**src/rtl/otp_rmp_pkg.sv**
```systemverilog
package otp_rmp_pkg;
  typedef enum logic [1:0] {
    PK_RETIRE = 2'd0,
    PK_BITFIX = 2'd1,
    PK_SPARE  = 2'd2,
    PK_NONE   = 2'd3
  } prog_kind_e;
endpackage

```
**src/rtl/otp_rmp_bitfix.sv**
```systemverilog
module otp_rmp_bitfix #(
  parameter int DATA_W = 32,
  parameter int ADDR_W = 8,
  parameter int N_ENT  = 4,
  parameter int SLOT_W = 2,
  localparam int BIT_W = $clog2(DATA_W)
) (
  input  logic              clk,
  input  logic              rst_n,
  input  logic              wr_en,
  input  logic [SLOT_W-1:0] wr_slot,
  input  logic [ADDR_W-1:0] wr_addr,
  input  logic [BIT_W-1:0]  wr_bit,
  input  logic              wr_val,
  input  logic [ADDR_W-1:0] lk_addr,
  input  logic [DATA_W-1:0] word_in,
  output logic [DATA_W-1:0] word_out
);
  logic              vld_q  [N_ENT];
  logic [ADDR_W-1:0] addr_q [N_ENT];
  logic [BIT_W-1:0]  bit_q  [N_ENT];
  logic              val_q  [N_ENT];
  logic              vld_d  [N_ENT];
  logic [ADDR_W-1:0] addr_d [N_ENT];
  logic [BIT_W-1:0]  bit_d  [N_ENT];
  logic              val_d  [N_ENT];

  always_comb begin
    for (int i = 0; i < N_ENT; i++) begin
      vld_d[i]  = vld_q[i];
      addr_d[i] = addr_q[i];
      bit_d[i]  = bit_q[i];
      val_d[i]  = val_q[i];
      if (wr_en && (int'(wr_slot) == i) && !vld_q[i]) begin
        vld_d[i]  = 1'b1;
        addr_d[i] = wr_addr;
        bit_d[i]  = wr_bit;
        val_d[i]  = wr_val;
      end
    end
  end

  always_ff @(posedge clk or negedge rst_n) begin
    if (!rst_n) begin
      for (int i = 0; i < N_ENT; i++) begin
        vld_q[i]  <= 1'b0;
        addr_q[i] <= '0;
        bit_q[i]  <= '0;
        val_q[i]  <= 1'b0;
      end
    end else begin
      for (int i = 0; i < N_ENT; i++) begin
        vld_q[i]  <= vld_d[i];
        addr_q[i] <= addr_d[i];
        bit_q[i]  <= bit_d[i];
        val_q[i]  <= val_d[i];
      end
    end
  end

  // Highest slot is applied first so the lowest matching slot has the last word.
  always_comb begin
    word_out = word_in;
    for (int i = N_ENT - 1; i >= 0; i--) begin
      if (vld_q[i] && (addr_q[i] == lk_addr)) begin
        word_out[bit_q[i]] = val_q[i];
      end
    end
  end

  for (genvar g = 0; g < N_ENT; g++) begin : g_lock
    p_bitfix_locked_r9: assert property (@(posedge clk) disable iff (!rst_n)
      vld_q[g] |=> (vld_q[g] && addr_q[g] == $past(addr_q[g]) &&
                    bit_q[g] == $past(bit_q[g]) && val_q[g] == $past(val_q[g])));
  end
endmodule

```
**src/rtl/otp_rmp_retire.sv**
```systemverilog
module otp_rmp_retire #(
  parameter int DATA_W  = 32,
  parameter int ADDR_W  = 8,
  parameter int N_WR    = 4,
  parameter int N_SPARE = 4,
  parameter int SLOT_W  = 2,
  localparam int SP_W   = (N_SPARE > 1) ? $clog2(N_SPARE) : 1
) (
  input  logic              clk,
  input  logic              rst_n,
  input  logic              map_wr,
  input  logic [SLOT_W-1:0] map_slot,
  input  logic [ADDR_W-1:0] map_addr,
  input  logic [SP_W-1:0]   map_spare,
  input  logic              sp_wr,
  input  logic [SLOT_W-1:0] sp_sel,
  input  logic [DATA_W-1:0] sp_bits,
  input  logic [ADDR_W-1:0] lk_addr,
  output logic              hit,
  output logic [DATA_W-1:0] spare_word
);
  logic              vld_q   [N_WR];
  logic [ADDR_W-1:0] addr_q  [N_WR];
  logic [SP_W-1:0]   idx_q   [N_WR];
  logic              vld_d   [N_WR];
  logic [ADDR_W-1:0] addr_d  [N_WR];
  logic [SP_W-1:0]   idx_d   [N_WR];
  logic [DATA_W-1:0] spare_q [N_SPARE];
  logic [DATA_W-1:0] spare_d [N_SPARE];
  logic [SP_W-1:0]   pick;

  always_comb begin
    for (int i = 0; i < N_WR; i++) begin
      vld_d[i]  = vld_q[i];
      addr_d[i] = addr_q[i];
      idx_d[i]  = idx_q[i];
      if (map_wr && (int'(map_slot) == i) && !vld_q[i]) begin
        vld_d[i]  = 1'b1;
        addr_d[i] = map_addr;
        idx_d[i]  = map_spare;
      end
    end
    for (int s = 0; s < N_SPARE; s++) begin
      spare_d[s] = spare_q[s];
      if (sp_wr && (int'(sp_sel) == s)) begin
        spare_d[s] = spare_q[s] | sp_bits;
      end
    end
  end

  always_ff @(posedge clk or negedge rst_n) begin
    if (!rst_n) begin
      for (int i = 0; i < N_WR; i++) begin
        vld_q[i]  <= 1'b0;
        addr_q[i] <= '0;
        idx_q[i]  <= '0;
      end
      for (int s = 0; s < N_SPARE; s++) begin
        spare_q[s] <= '0;
      end
    end else begin
      for (int i = 0; i < N_WR; i++) begin
        vld_q[i]  <= vld_d[i];
        addr_q[i] <= addr_d[i];
        idx_q[i]  <= idx_d[i];
      end
      for (int s = 0; s < N_SPARE; s++) begin
        spare_q[s] <= spare_d[s];
      end
    end
  end

  // Address compare against every entry; lowest matching slot chooses the spare.
  always_comb begin
    hit  = 1'b0;
    pick = '0;
    for (int i = N_WR - 1; i >= 0; i--) begin
      if (vld_q[i] && (addr_q[i] == lk_addr)) begin
        hit  = 1'b1;
        pick = idx_q[i];
      end
    end
  end

  always_comb begin
    spare_word = '0;
    for (int s = 0; s < N_SPARE; s++) begin
      if (int'(pick) == s) spare_word = spare_q[s];
    end
  end

  for (genvar g = 0; g < N_WR; g++) begin : g_lock
    p_retire_locked_r9: assert property (@(posedge clk) disable iff (!rst_n)
      vld_q[g] |=> (vld_q[g] && addr_q[g] == $past(addr_q[g]) &&
                    idx_q[g] == $past(idx_q[g])));
  end

  for (genvar g = 0; g < N_SPARE; g++) begin : g_spare
    p_spare_only_sets_r10: assert property (@(posedge clk) disable iff (!rst_n)
      (spare_q[g] & $past(spare_q[g])) == $past(spare_q[g]));
  end
endmodule

```
**src/rtl/otp_repair_remap.sv**
```systemverilog
module otp_repair_remap
  import otp_rmp_pkg::*;
#(
  parameter int DATA_W  = 32,
  parameter int ADDR_W  = 8,
  parameter int N_WR    = 4,
  parameter int N_MB    = 4,
  parameter int N_SPARE = 4,
  localparam int BIT_W  = $clog2(DATA_W),
  localparam int SP_W   = (N_SPARE > 1) ? $clog2(N_SPARE) : 1,
  localparam int MAX_N  = (N_WR > N_MB) ? ((N_WR > N_SPARE) ? N_WR : N_SPARE)
                                        : ((N_MB > N_SPARE) ? N_MB : N_SPARE),
  localparam int SLOT_W = (MAX_N > 1) ? $clog2(MAX_N) : 1
) (
  input  logic              clk,
  input  logic              rst_n,
  input  logic              rd_req,
  input  logic [ADDR_W-1:0] rd_addr,
  input  logic [DATA_W-1:0] rd_raw,
  input  logic              fix_en,
  input  logic [BIT_W-1:0]  fix_bit,
  input  logic              fix_val,
  input  logic              prog_en,
  input  logic [1:0]        prog_kind,
  input  logic [SLOT_W-1:0] prog_slot,
  input  logic [ADDR_W-1:0] prog_addr,
  input  logic [BIT_W-1:0]  prog_bit,
  input  logic              prog_val,
  input  logic [SP_W-1:0]   prog_spare,
  input  logic [DATA_W-1:0] prog_data,
  output logic              rd_valid,
  output logic [DATA_W-1:0] rd_data
);
  prog_kind_e        kind;
  logic              wr_retire, wr_bitfix, wr_spare;
  logic [DATA_W-1:0] word_own, word_mb, spare_word, word_fin;
  logic              hit;
  logic              valid_d;
  logic [DATA_W-1:0] data_d;

  assign kind      = prog_kind_e'(prog_kind);
  assign wr_retire = prog_en && (kind == PK_RETIRE);
  assign wr_bitfix = prog_en && (kind == PK_BITFIX);
  assign wr_spare  = prog_en && (kind == PK_SPARE);

  // Level 1: the word's own repair field.
  always_comb begin
    word_own = rd_raw;
    if (fix_en) word_own[fix_bit] = fix_val;
  end

  // Level 2: shared bit-repair entries.
  otp_rmp_bitfix #(
    .DATA_W(DATA_W), .ADDR_W(ADDR_W), .N_ENT(N_MB), .SLOT_W(SLOT_W)
  ) u_bitfix (
    .clk(clk), .rst_n(rst_n),
    .wr_en(wr_bitfix), .wr_slot(prog_slot), .wr_addr(prog_addr),
    .wr_bit(prog_bit), .wr_val(prog_val),
    .lk_addr(rd_addr), .word_in(word_own), .word_out(word_mb)
  );

  // Level 3: whole-word retirement.
  otp_rmp_retire #(
    .DATA_W(DATA_W), .ADDR_W(ADDR_W), .N_WR(N_WR), .N_SPARE(N_SPARE), .SLOT_W(SLOT_W)
  ) u_retire (
    .clk(clk), .rst_n(rst_n),
    .map_wr(wr_retire), .map_slot(prog_slot), .map_addr(prog_addr), .map_spare(prog_spare),
    .sp_wr(wr_spare), .sp_sel(prog_slot), .sp_bits(prog_data),
    .lk_addr(rd_addr), .hit(hit), .spare_word(spare_word)
  );

  assign word_fin = hit ? spare_word : word_mb;

  always_comb begin
    valid_d = rd_req;
    data_d  = rd_data;
    if (rd_req) data_d = word_fin;
  end

  always_ff @(posedge clk or negedge rst_n) begin
    if (!rst_n) begin
      rd_valid <= 1'b0;
      rd_data  <= '0;
    end else begin
      rd_valid <= valid_d;
      rd_data  <= data_d;
    end
  end

  p_valid_follows_req_r2: assert property (@(posedge clk) disable iff (!rst_n)
    rd_req |=> rd_valid);
  p_idle_holds_r2: assert property (@(posedge clk) disable iff (!rst_n)
    !rd_req |=> (!rd_valid && $stable(rd_data)));
  p_retired_word_r7: assert property (@(posedge clk) disable iff (!rst_n)
    (rd_req && hit) |=> (rd_data == $past(spare_word)));
  p_no_repair_passthru_r3: assert property (@(posedge clk) disable iff (!rst_n)
    (rd_req && !hit && !fix_en && word_mb == rd_raw) |=> (rd_data == $past(rd_raw)));
endmodule

```
**config.mk**
```make
export PLATFORM = sky130hd
export DESIGN_NAME = otp_repair_remap
export DESIGN_NICKNAME = d
export VERILOG_FILES = /design/src/rtl/otp_rmp_pkg.sv /design/src/rtl/otp_rmp_bitfix.sv /design/src/rtl/otp_rmp_retire.sv /design/src/rtl/otp_repair_remap.sv
export SDC_FILE = /design/constraint.sdc
export NUM_CORES = 1
export LEC_CHECK = 0
export ABC_AREA = 1
export CAP_MARGIN = 20
export CELL_PAD_IN_SITES_DETAIL_PLACEMENT = 1
export CELL_PAD_IN_SITES_GLOBAL_PLACEMENT = 1
export CORE_MARGIN = 3
export CORE_UTILIZATION = 43
export DETAILED_ROUTE_END_ITERATION = 7
export MAX_ROUTING_LAYER = met4
export PLACE_DENSITY_LB_ADDON = 0.1
export SETUP_SLACK_MARGIN = 0.15
export SLEW_MARGIN = 5
export SYNTH_ARGS = -nofsm -noshare
export SYNTH_HDL_FRONTEND = slang
export SYNTH_SLANG_ARGS = --single-unit
```
**constraint.sdc**
```tcl
create_clock -name clk -period 2.24 [get_ports clk]
set_clock_uncertainty 0.05 [all_clocks]
set_input_delay 0.336 -clock clk [delete_from_list [all_inputs] [get_ports clk]]
set_output_delay 0.336 -clock clk [all_outputs]
set_load 0.02 [all_outputs]
```
==> results of run 1 <==
worst paths after layout:
| check | start | end | slack, ps | cells after the start |
|---|---|---|---|---|
| max in group asynchronous | rst_n | u_retire.idx_q[2] | 1130 | 3 |
| worst min-delay path | rst_n | u_bitfix.bit_q[2] | 260 | 2 |
| worst max register to register | u_retire.addr_q[19] | rd_data[16] | -190 | 18 |
| min in group clk | prog_data[25] | u_retire.spare_q[25] | 330 | 3 |
| worst max-delay path | u_retire.addr_q[19] | rd_data[16] | -190 | 18 |
| worst min register to register | u_retire.spare_q[31] | u_retire.spare_q[31] | 410 | 2 |
power by group through the flow:
stage / combinational [mW] / clock [mW] / sequential (mW)
after detailed placement: 1.73 / 0 / 5.61
after global routing: 2.07 / 5.27 / 5.66
after CTS: 1.83 / 5.07 / 5.58
final: 1.90 / 5.01 / 5.61
after global placement: 1.67 / 0 / 5.59
after floorplan: 0.828 / 0 / 5.59
cell families after synthesis:
group,Yosys count
compound gates,443
xor+xnor,18
buf+inv,379
flops,265
simple gates,1062
placed cells by master (no fill, tap or decap), types with 3 or more instances in the layout:
master / n
a21oi_1: 58
a21oi_2: 27
a31oi_1: 17
buf_12: 18
buf_4: 186
buf_6: 14
clkbuf_1: 8
clkbuf_16: 31
clkbuf_8: 7
clkdlybuf4s50_1: 126
clkinv_2: 4
dfrtp_1: 265
dlygate4sd2_1: 8
inv_1: 260
inv_2: 13
nand2_1: 541
nand2_2: 36
nand2_4: 17
nand3_1: 157
nand3_2: 40
nand3b_1: 3
nand4_1: 53
nor2_1: 149
nor2_2: 26
nor2_4: 11
nor3_1: 11
nor3_2: 5
o21ai_0: 177
o21ai_1: 29
o21ai_2: 14
o21bai_1: 106
o31ai_1: 7
or2_2: 4
xnor2_1: 11
xor2_1: 5
metal layers:
metal	wire [um]	vias to the layer above	part of all wire (%)
met5	0	-	0
met4	1450	0	2.4
met3	3190	109	5.2
met2	30700	476	50
met1	25500	8269	42
li1	-	7579	-
area by class of cell:
type                            instances  area share (%)
Inverter                              276            5.07
Timing Repair Buffer                  357            16.3
Multi-Input combinational cell       1523            38.7
Sequential cell                       265            32.3
Tap cell                              455            2.77
Antenna cell                            1          0.0122
Clock buffer                           46            4.39
Clock inverter                          9           0.457
registers in the layout (all words and copies together), names as in the netlist:
register	count
u_retire.spare_q	128
rd_data	32
u_bitfix.addr_q	32
u_retire.addr_q	32
u_bitfix.bit_q	20
u_retire.idx_q	8
u_bitfix.val_q	4
u_bitfix.vld_q	4
u_retire.vld_q	4
rd_valid	1
what timing repair did:
item,CTS,global route
endpoints found under the setup margin,32,32
cloned,2,0
buffers inserted,9,6
gates resized for setup,167,90
hold endpoints to repair,44,0
hold buffers,1,0
pin swaps,52,55
worst max-delay path, cell delays in order, from the launching register on:
cell and delay, ps:
dfrtp_1 430, nand2_1 80, nand2_1 70, nor2_2 130, nand3_2 120, nor2_4 140
inv_2 60, nor2_1 100, nor2_1 80, nand2_4 100, nand2_4 70, buf_12 150
nor2_4 120, buf_6 120, buf_12 130, nand2_1 80, nand3_2 100, nand2_2 80
a21oi_2 130
==> flow_metrics.env, run 1 <==
export IMPL_cap_viol_max_count=0
export IMPL_grt_pass1_wl_um=94600
export IMPL_ios=136
export IMPL_synth_top_cell_area_share_pct=43.3
export IMPL_worstHoldPathType="input pin to async pin"
export IMPL_grt_pass1_vias=17112
export IMPL_synth_async_sr_flop_share_pct=100
export IMPL_cts_root_buffer="clkbuf_16"
export IMPL_drive_gt1_share_pct=19.0
export IMPL_wl_um=60900
export IMPL_drt_vias_per_instance=5.60
export IMPL_dp_worst_setup_slack_ps=-965
export IMPL_dp_cells=2858
export IMPL_rows=68
export IMPL_drtPass1Iterations=5
export IMPL_num_vias=16433
export IMPL_crit_type="flip-flop to flip-flop"
export IMPL_p_sw_mw=3.47
export IMPL_drt_wirelength_per_cell_um=20.8
export IMPL_grt_max_degree=71
export IMPL_synth_cell_area_mm2=0.0153
export IMPL_synthCells=2167
export IMPL_maxSlewHeadroom_pct=54.8
export IMPL_initial_core_util_pct=44.0
export IMPL_regArea_mm2=0.00663
export IMPL_fin_util_pct=59.0
export IMPL_synth_common_cells="nand2_1, dfrtp_1, inv_1"
export IMPL_grtUsageTotal_pct=31.8
export IMPL_drt_iter0_markers=1089
export IMPL_syn_avg_cell_area_um2=7.06
export IMPL_synth_seq_cells=265
export IMPL_worst_pin_slew_ps=677
export IMPL_detail_route_antenna_nets=0
export IMPL_maxSlewViolCount=0
export IMPL_die_w_um=195
export IMPL_synth_edf_count=0
export IMPL_synth_area_mux_share_pct=0
export IMPL_cts_buffers=31
export IMPL_drc=0
export IMPL_multiInputGateArea_mm2=0.00795
export IMPL_setup_violations=32
export IMPL_vdd_ir_drop_max_uv=621
export IMPL_clockPowerShare_pct=40.0
export IMPL_hold_violations=0
export IMPL_portBuffers=135
export IMPL_status="complete, but fails checks"
export IMPL_ys_types=39
export IMPL_busiest_layer="met2"
export IMPL_n_fill_cell=4353
export IMPL_rsz0062_at_grt="true"
export IMPL_p_int_mw=9.05
export IMPL_yosys_area_share_simple_pct=29.4
export IMPL_period_share_pct=108
export IMPL_clkTransAtPathRegs_ps=60
export IMPL_yosysWarnings=0
export IMPL_cp_data_required_time_ps=2690
export IMPL_cts_sinks=265
export IMPL_synth_most_common_cell="nand2_1"
export IMPL_swShare_pct=27.7
export IMPL_cp_max_fo=11
export IMPL_core_area_mm2=0.0348
export IMPL_fin_cells=2932
export IMPL_fin_tns_setup_ps=-3150
export IMPL_placed_cell_area_mm2=0.0185
export IMPL_h_tree_depth=1
export IMPL_gr_usage_met2_pct=53.5
export IMPL_final_net_count=2557
export IMPL_synth_area_top_cells="dfrtp_1, nand2_1, o21ai_0"
export IMPL_synth_top_family_by_area="simple AND/OR/NAND/NOR gates"
export IMPL_grt_util_met3_pct=3.61
export IMPL_synth_xor_area_share_pct=1.03
export IMPL_worstSetupEndpointType="flip-flop"
export IMPL_yosysSeqAreaShare_pct=43.3
export IMPL_dp_hpwl_um=42300
export IMPL_synth_compound_area_share_pct=16.6
export IMPL_worst_slack_ps=-185
export IMPL_synth_nets=2270
export IMPL_die_area_mm2=0.0379
export IMPL_gp_congestion=0.924
export IMPL_p_leak_nw=9.58
export IMPL_arrival_ps=2880
export IMPL_antenna_found_initial=1
export IMPL_comb_power_share_pct=15.2
export IMPL_clockBufferDepth=3
export IMPL_area_delta_synth_final_pct=34.2
export IMPL_synthFlopType="dfrtp_1"
export IMPL_power_mw=12.5
export IMPL_synthAdderAreaFrac_pct=0
export IMPL_period_minus_slack_ps=2430
export IMPL_timing_hold_ws_ps=258
export IMPL_seqPwrFrac_pct=44.9
export IMPL_cts_tree="yes"
export IMPL_clk_latency_ps=580
export IMPL_violations="negative setup slack"
export IMPL_fmax_mhz=412
export IMPL_die_y_um=195
export IMPL_met1_usage_pct=41.6
export IMPL_power_density_mw_per_mm2=610
export IMPL_stdcell_area_mm2=0.0205
export IMPL_worst_setup_path_start_kind="flip-flop"
export IMPL_yosys_area_top_type="dfrtp_1"
export IMPL_grt_ovfl_total=0
Note: power is estimated with default switching activity, not from simulation.
==> run 2: changes to the inputs <==
--- a/config.mk
+++ b/config.mk
@@ -5,12 +5,11 @@
 export SDC_FILE = /design/constraint.sdc
 export NUM_CORES = 1
 export LEC_CHECK = 0
-export ABC_AREA = 1
 export CAP_MARGIN = 20
 export CELL_PAD_IN_SITES_DETAIL_PLACEMENT = 1
 export CELL_PAD_IN_SITES_GLOBAL_PLACEMENT = 1
 export CORE_MARGIN = 3
-export CORE_UTILIZATION = 43
+export CORE_UTILIZATION = 46
 export DETAILED_ROUTE_END_ITERATION = 7
 export MAX_ROUTING_LAYER = met4
 export PLACE_DENSITY_LB_ADDON = 0.1
==> run 2 against run 1 <==
Net effect:
- the flow still finishes with violations (negative setup slack)
- synthesized cell count down 36%
- clock-buffer cell count down 5
- first-iteration DRC count up 8.4%
- die area down 12%
- flip-flop and latch count unchanged
- critical path depth down 7
- core utilization up 7.3 points
- critical endpoint is now rd_data[14]
==> flow_metrics.env, run 2 <==
export IMPL_status="complete, but fails checks"
export IMPL_violations="negative setup slack"
export IMPL_cts_buffers=28
export IMPL_clk_latency_ps=590
export IMPL_yosysWarnings=0
export IMPL_synth_common_cells="dfrtp_1, nand2_1, mux2_2"
export IMPL_final_common_cell="buf_4"
export IMPL_synth_cell_area_mm2=0.0144
export IMPL_clockBufferDepth=3
export IMPL_crit_type="flip-flop to flip-flop"
export IMPL_max_stage_delay_ps=440
export IMPL_drt_wirelength_per_cell_um=28.9
export IMPL_cp_data_required_time_ps=2640
export IMPL_detail_route_antenna_nets=0
export IMPL_die_w_um=183
export IMPL_h_tree_depth=1
export IMPL_diodes=0
export IMPL_cts_tree="yes"
export IMPL_rsz0062_at_grt="true"
export IMPL_power_mw=15.6
export IMPL_synth_most_common_cell="dfrtp_1"
export IMPL_setup_violations=32
export IMPL_wl_um=63600
export IMPL_period_minus_slack_ps=3110
export IMPL_gp_congestion=0.990
export IMPL_worst_setup_path_start_kind="flip-flop"
export IMPL_timing_hold_ws_ps=302
export IMPL_yosys_area_top_type="dfrtp_1"
export IMPL_cts_root_buffer="clkbuf_16"
export IMPL_period_share_pct=139
export IMPL_regArea_mm2=0.00663
export IMPL_maxSlewViolCount=0
export IMPL_ys_types=71
export IMPL_syn_avg_cell_area_um2=10.3
export IMPL_core_area_mm2=0.0307
export IMPL_synthCells=1390
export IMPL_power_density_mw_per_mm2=768
export IMPL_drt_iter0_markers=1181
export IMPL_synth_async_sr_flop_share_pct=100
export IMPL_rows=64
export IMPL_synth_nets=1493
export IMPL_cp_cell_sequence="xnor2_2 > nand2_1 > or3_4 > a311oi_4 > nor3_4 > or2_4 > buf_6 > o22ai_4 > nor4_2 > buf_4 > or3_1"
export IMPL_fin_tns_setup_ps=-24380
export IMPL_fin_util_pct=66.3
export IMPL_initial_core_util_pct=46.9
export IMPL_num_vias=13862
export IMPL_portBuffers=135
export IMPL_final_cell_mix="buf_4, dfrtp_1, a21o_1"
export IMPL_area_delta_synth_final_pct=41.4
export IMPL_clkTransAtPathRegs_ps=70
export IMPL_fmax_mhz=321
export IMPL_maxSlewHeadroom_pct=53.2
export IMPL_grt_max_degree=70
export IMPL_dp_hpwl_um=40100
export IMPL_synthFlopType="dfrtp_1"
export IMPL_grt_pass1_vias=14679
export IMPL_p_leak_nw=9.22
export IMPL_worstSetupEndpointType="flip-flop"
export IMPL_drc=0
export IMPL_worst_pin_slew_ps=701
export IMPL_grt_ovfl_total=0
export IMPL_grt_pass1_wl_um=89300
export IMPL_synth_seq_cells=265
export IMPL_ios=136
export IMPL_worst_slack_ps=-872
export IMPL_final_net_count=1886
export IMPL_largest_register_ffs=128
export IMPL_die_y_um=183
export IMPL_n_fill_cell=3164
export IMPL_yosysSeqAreaShare_pct=46.1
export IMPL_multiInputGateArea_mm2=0.00814
export IMPL_cp_slowest_cell="or3_4"
export IMPL_die_area_mm2=0.0334
export IMPL_vdd_ir_drop_max_uv=712
export IMPL_cp_max_fo=3
export IMPL_drt_vias_per_instance=6.31
export IMPL_grtUsageTotal_pct=35.5
export IMPL_synth_area_top_cells="dfrtp_1, mux2_2, a21o_1"
export IMPL_antenna_found_initial=0
export IMPL_arrival_ps=3510
export IMPL_synth_edf_count=0
export IMPL_drtPass1Iterations=5
export IMPL_hold_violations=0
export IMPL_regMostFlops="u_retire.spare_q"
export IMPL_synth_top_cell_area_share_pct=46.1
export IMPL_worstHoldPathType="input pin to async pin"
export IMPL_cap_viol_max_count=0
export IMPL_drive_gt1_share_pct=35.5
export IMPL_cts_sinks=265
## run 2: worst paths after layout
path | from | endpoint | slack [ps] | cells past startpoint
worst min-delay path | rst_n | rd_data[25] | 300 | 2
worst max register to register | u_retire.addr_q[10] | rd_data[14] | -870 | 11
max in group asynchronous | rst_n | u_retire.addr_q[7] | 1020 | 3
worst min register to register | u_retire.spare_q[4] | u_retire.spare_q[4] | 410 | 1
min in group clk | prog_data[15] | u_retire.spare_q[47] | 400 | 2
worst max-delay path | u_retire.addr_q[10] | rd_data[14] | -870 | 11
## run 2: where the power goes
group          switching (mW)  total [mW]  internal (mW)
clock network            2.11        4.78           2.68
logic                    2.13        4.16           2.03
registers               0.948        6.68           5.73
## run 2: kinds of logic after synthesis
| kind of cell | after synthesis | share of synthesized area [%] |
|---|---|---|
| muxes | 183 | 13.9 |
| AOI/OAI and AO/OA | 362 | 18.1 |
| buffers and inverters | 100 | 3.22 |
| and+or+nand+nor | 416 | 14.7 |
| xor gates and xnor gates | 64 | 3.95 |
| DFF | 265 | 46.1 |
## run 2: cell type report
class                           count  share of cell area (%)
Clock buffer                       41                    4.08
Clock inverter                      7                   0.431
Inverter                           10                   0.185
Multi-Input combinational cell   1025                    40.1
Sequential cell                   265                    32.6
Tap cell                          396                    2.44
Timing Repair Buffer              453                    20.2
## run 2: worst max-delay path, delay by kind of cell (launching register included)
family / cells / cell delay [ps]
buffers and inverters: 2 / 300
DFF: 1 / 420
xor gates and xnor gates: 1 / 260
AOI/OAI and AO/OA: 2 / 480
and+or+nand+nor: 6 / 1460
## run 2: per-layer routing
layer  global-route usage [%]  vias to the layer above  routed length [um]
met1                     45.2                     7153               25400
li1                         -                     5882                   -
met5                        -                        -                   0
met3                     3.87                      198                3780
met2                     59.8                      629               31400
met4                     11.5                        0                3010
## run 2: what timing repair did
action | in CTS | in global routing
setup buffers | 17 | 17
gates resized for setup | 89 | 103
hold buffers | 1 | 0
pin swaps | 33 | 36
endpoints found under the hold margin | 60 | 0
endpoints found under the setup margin | 33 | 32
cloned | 2 | 1
## run 2: stage by stage
stage | setup WS [ps] | area, um2 | instances
detailed placement | -1500 | 18200 | 2111
floorplan | -378 | 14500 | 1390
global placement | -1460 | 18200 | 2111
finish | -872 | 20300 | 2197
CTS | -716 | 19700 | 2179
global route | -901 | 20300 | 2197
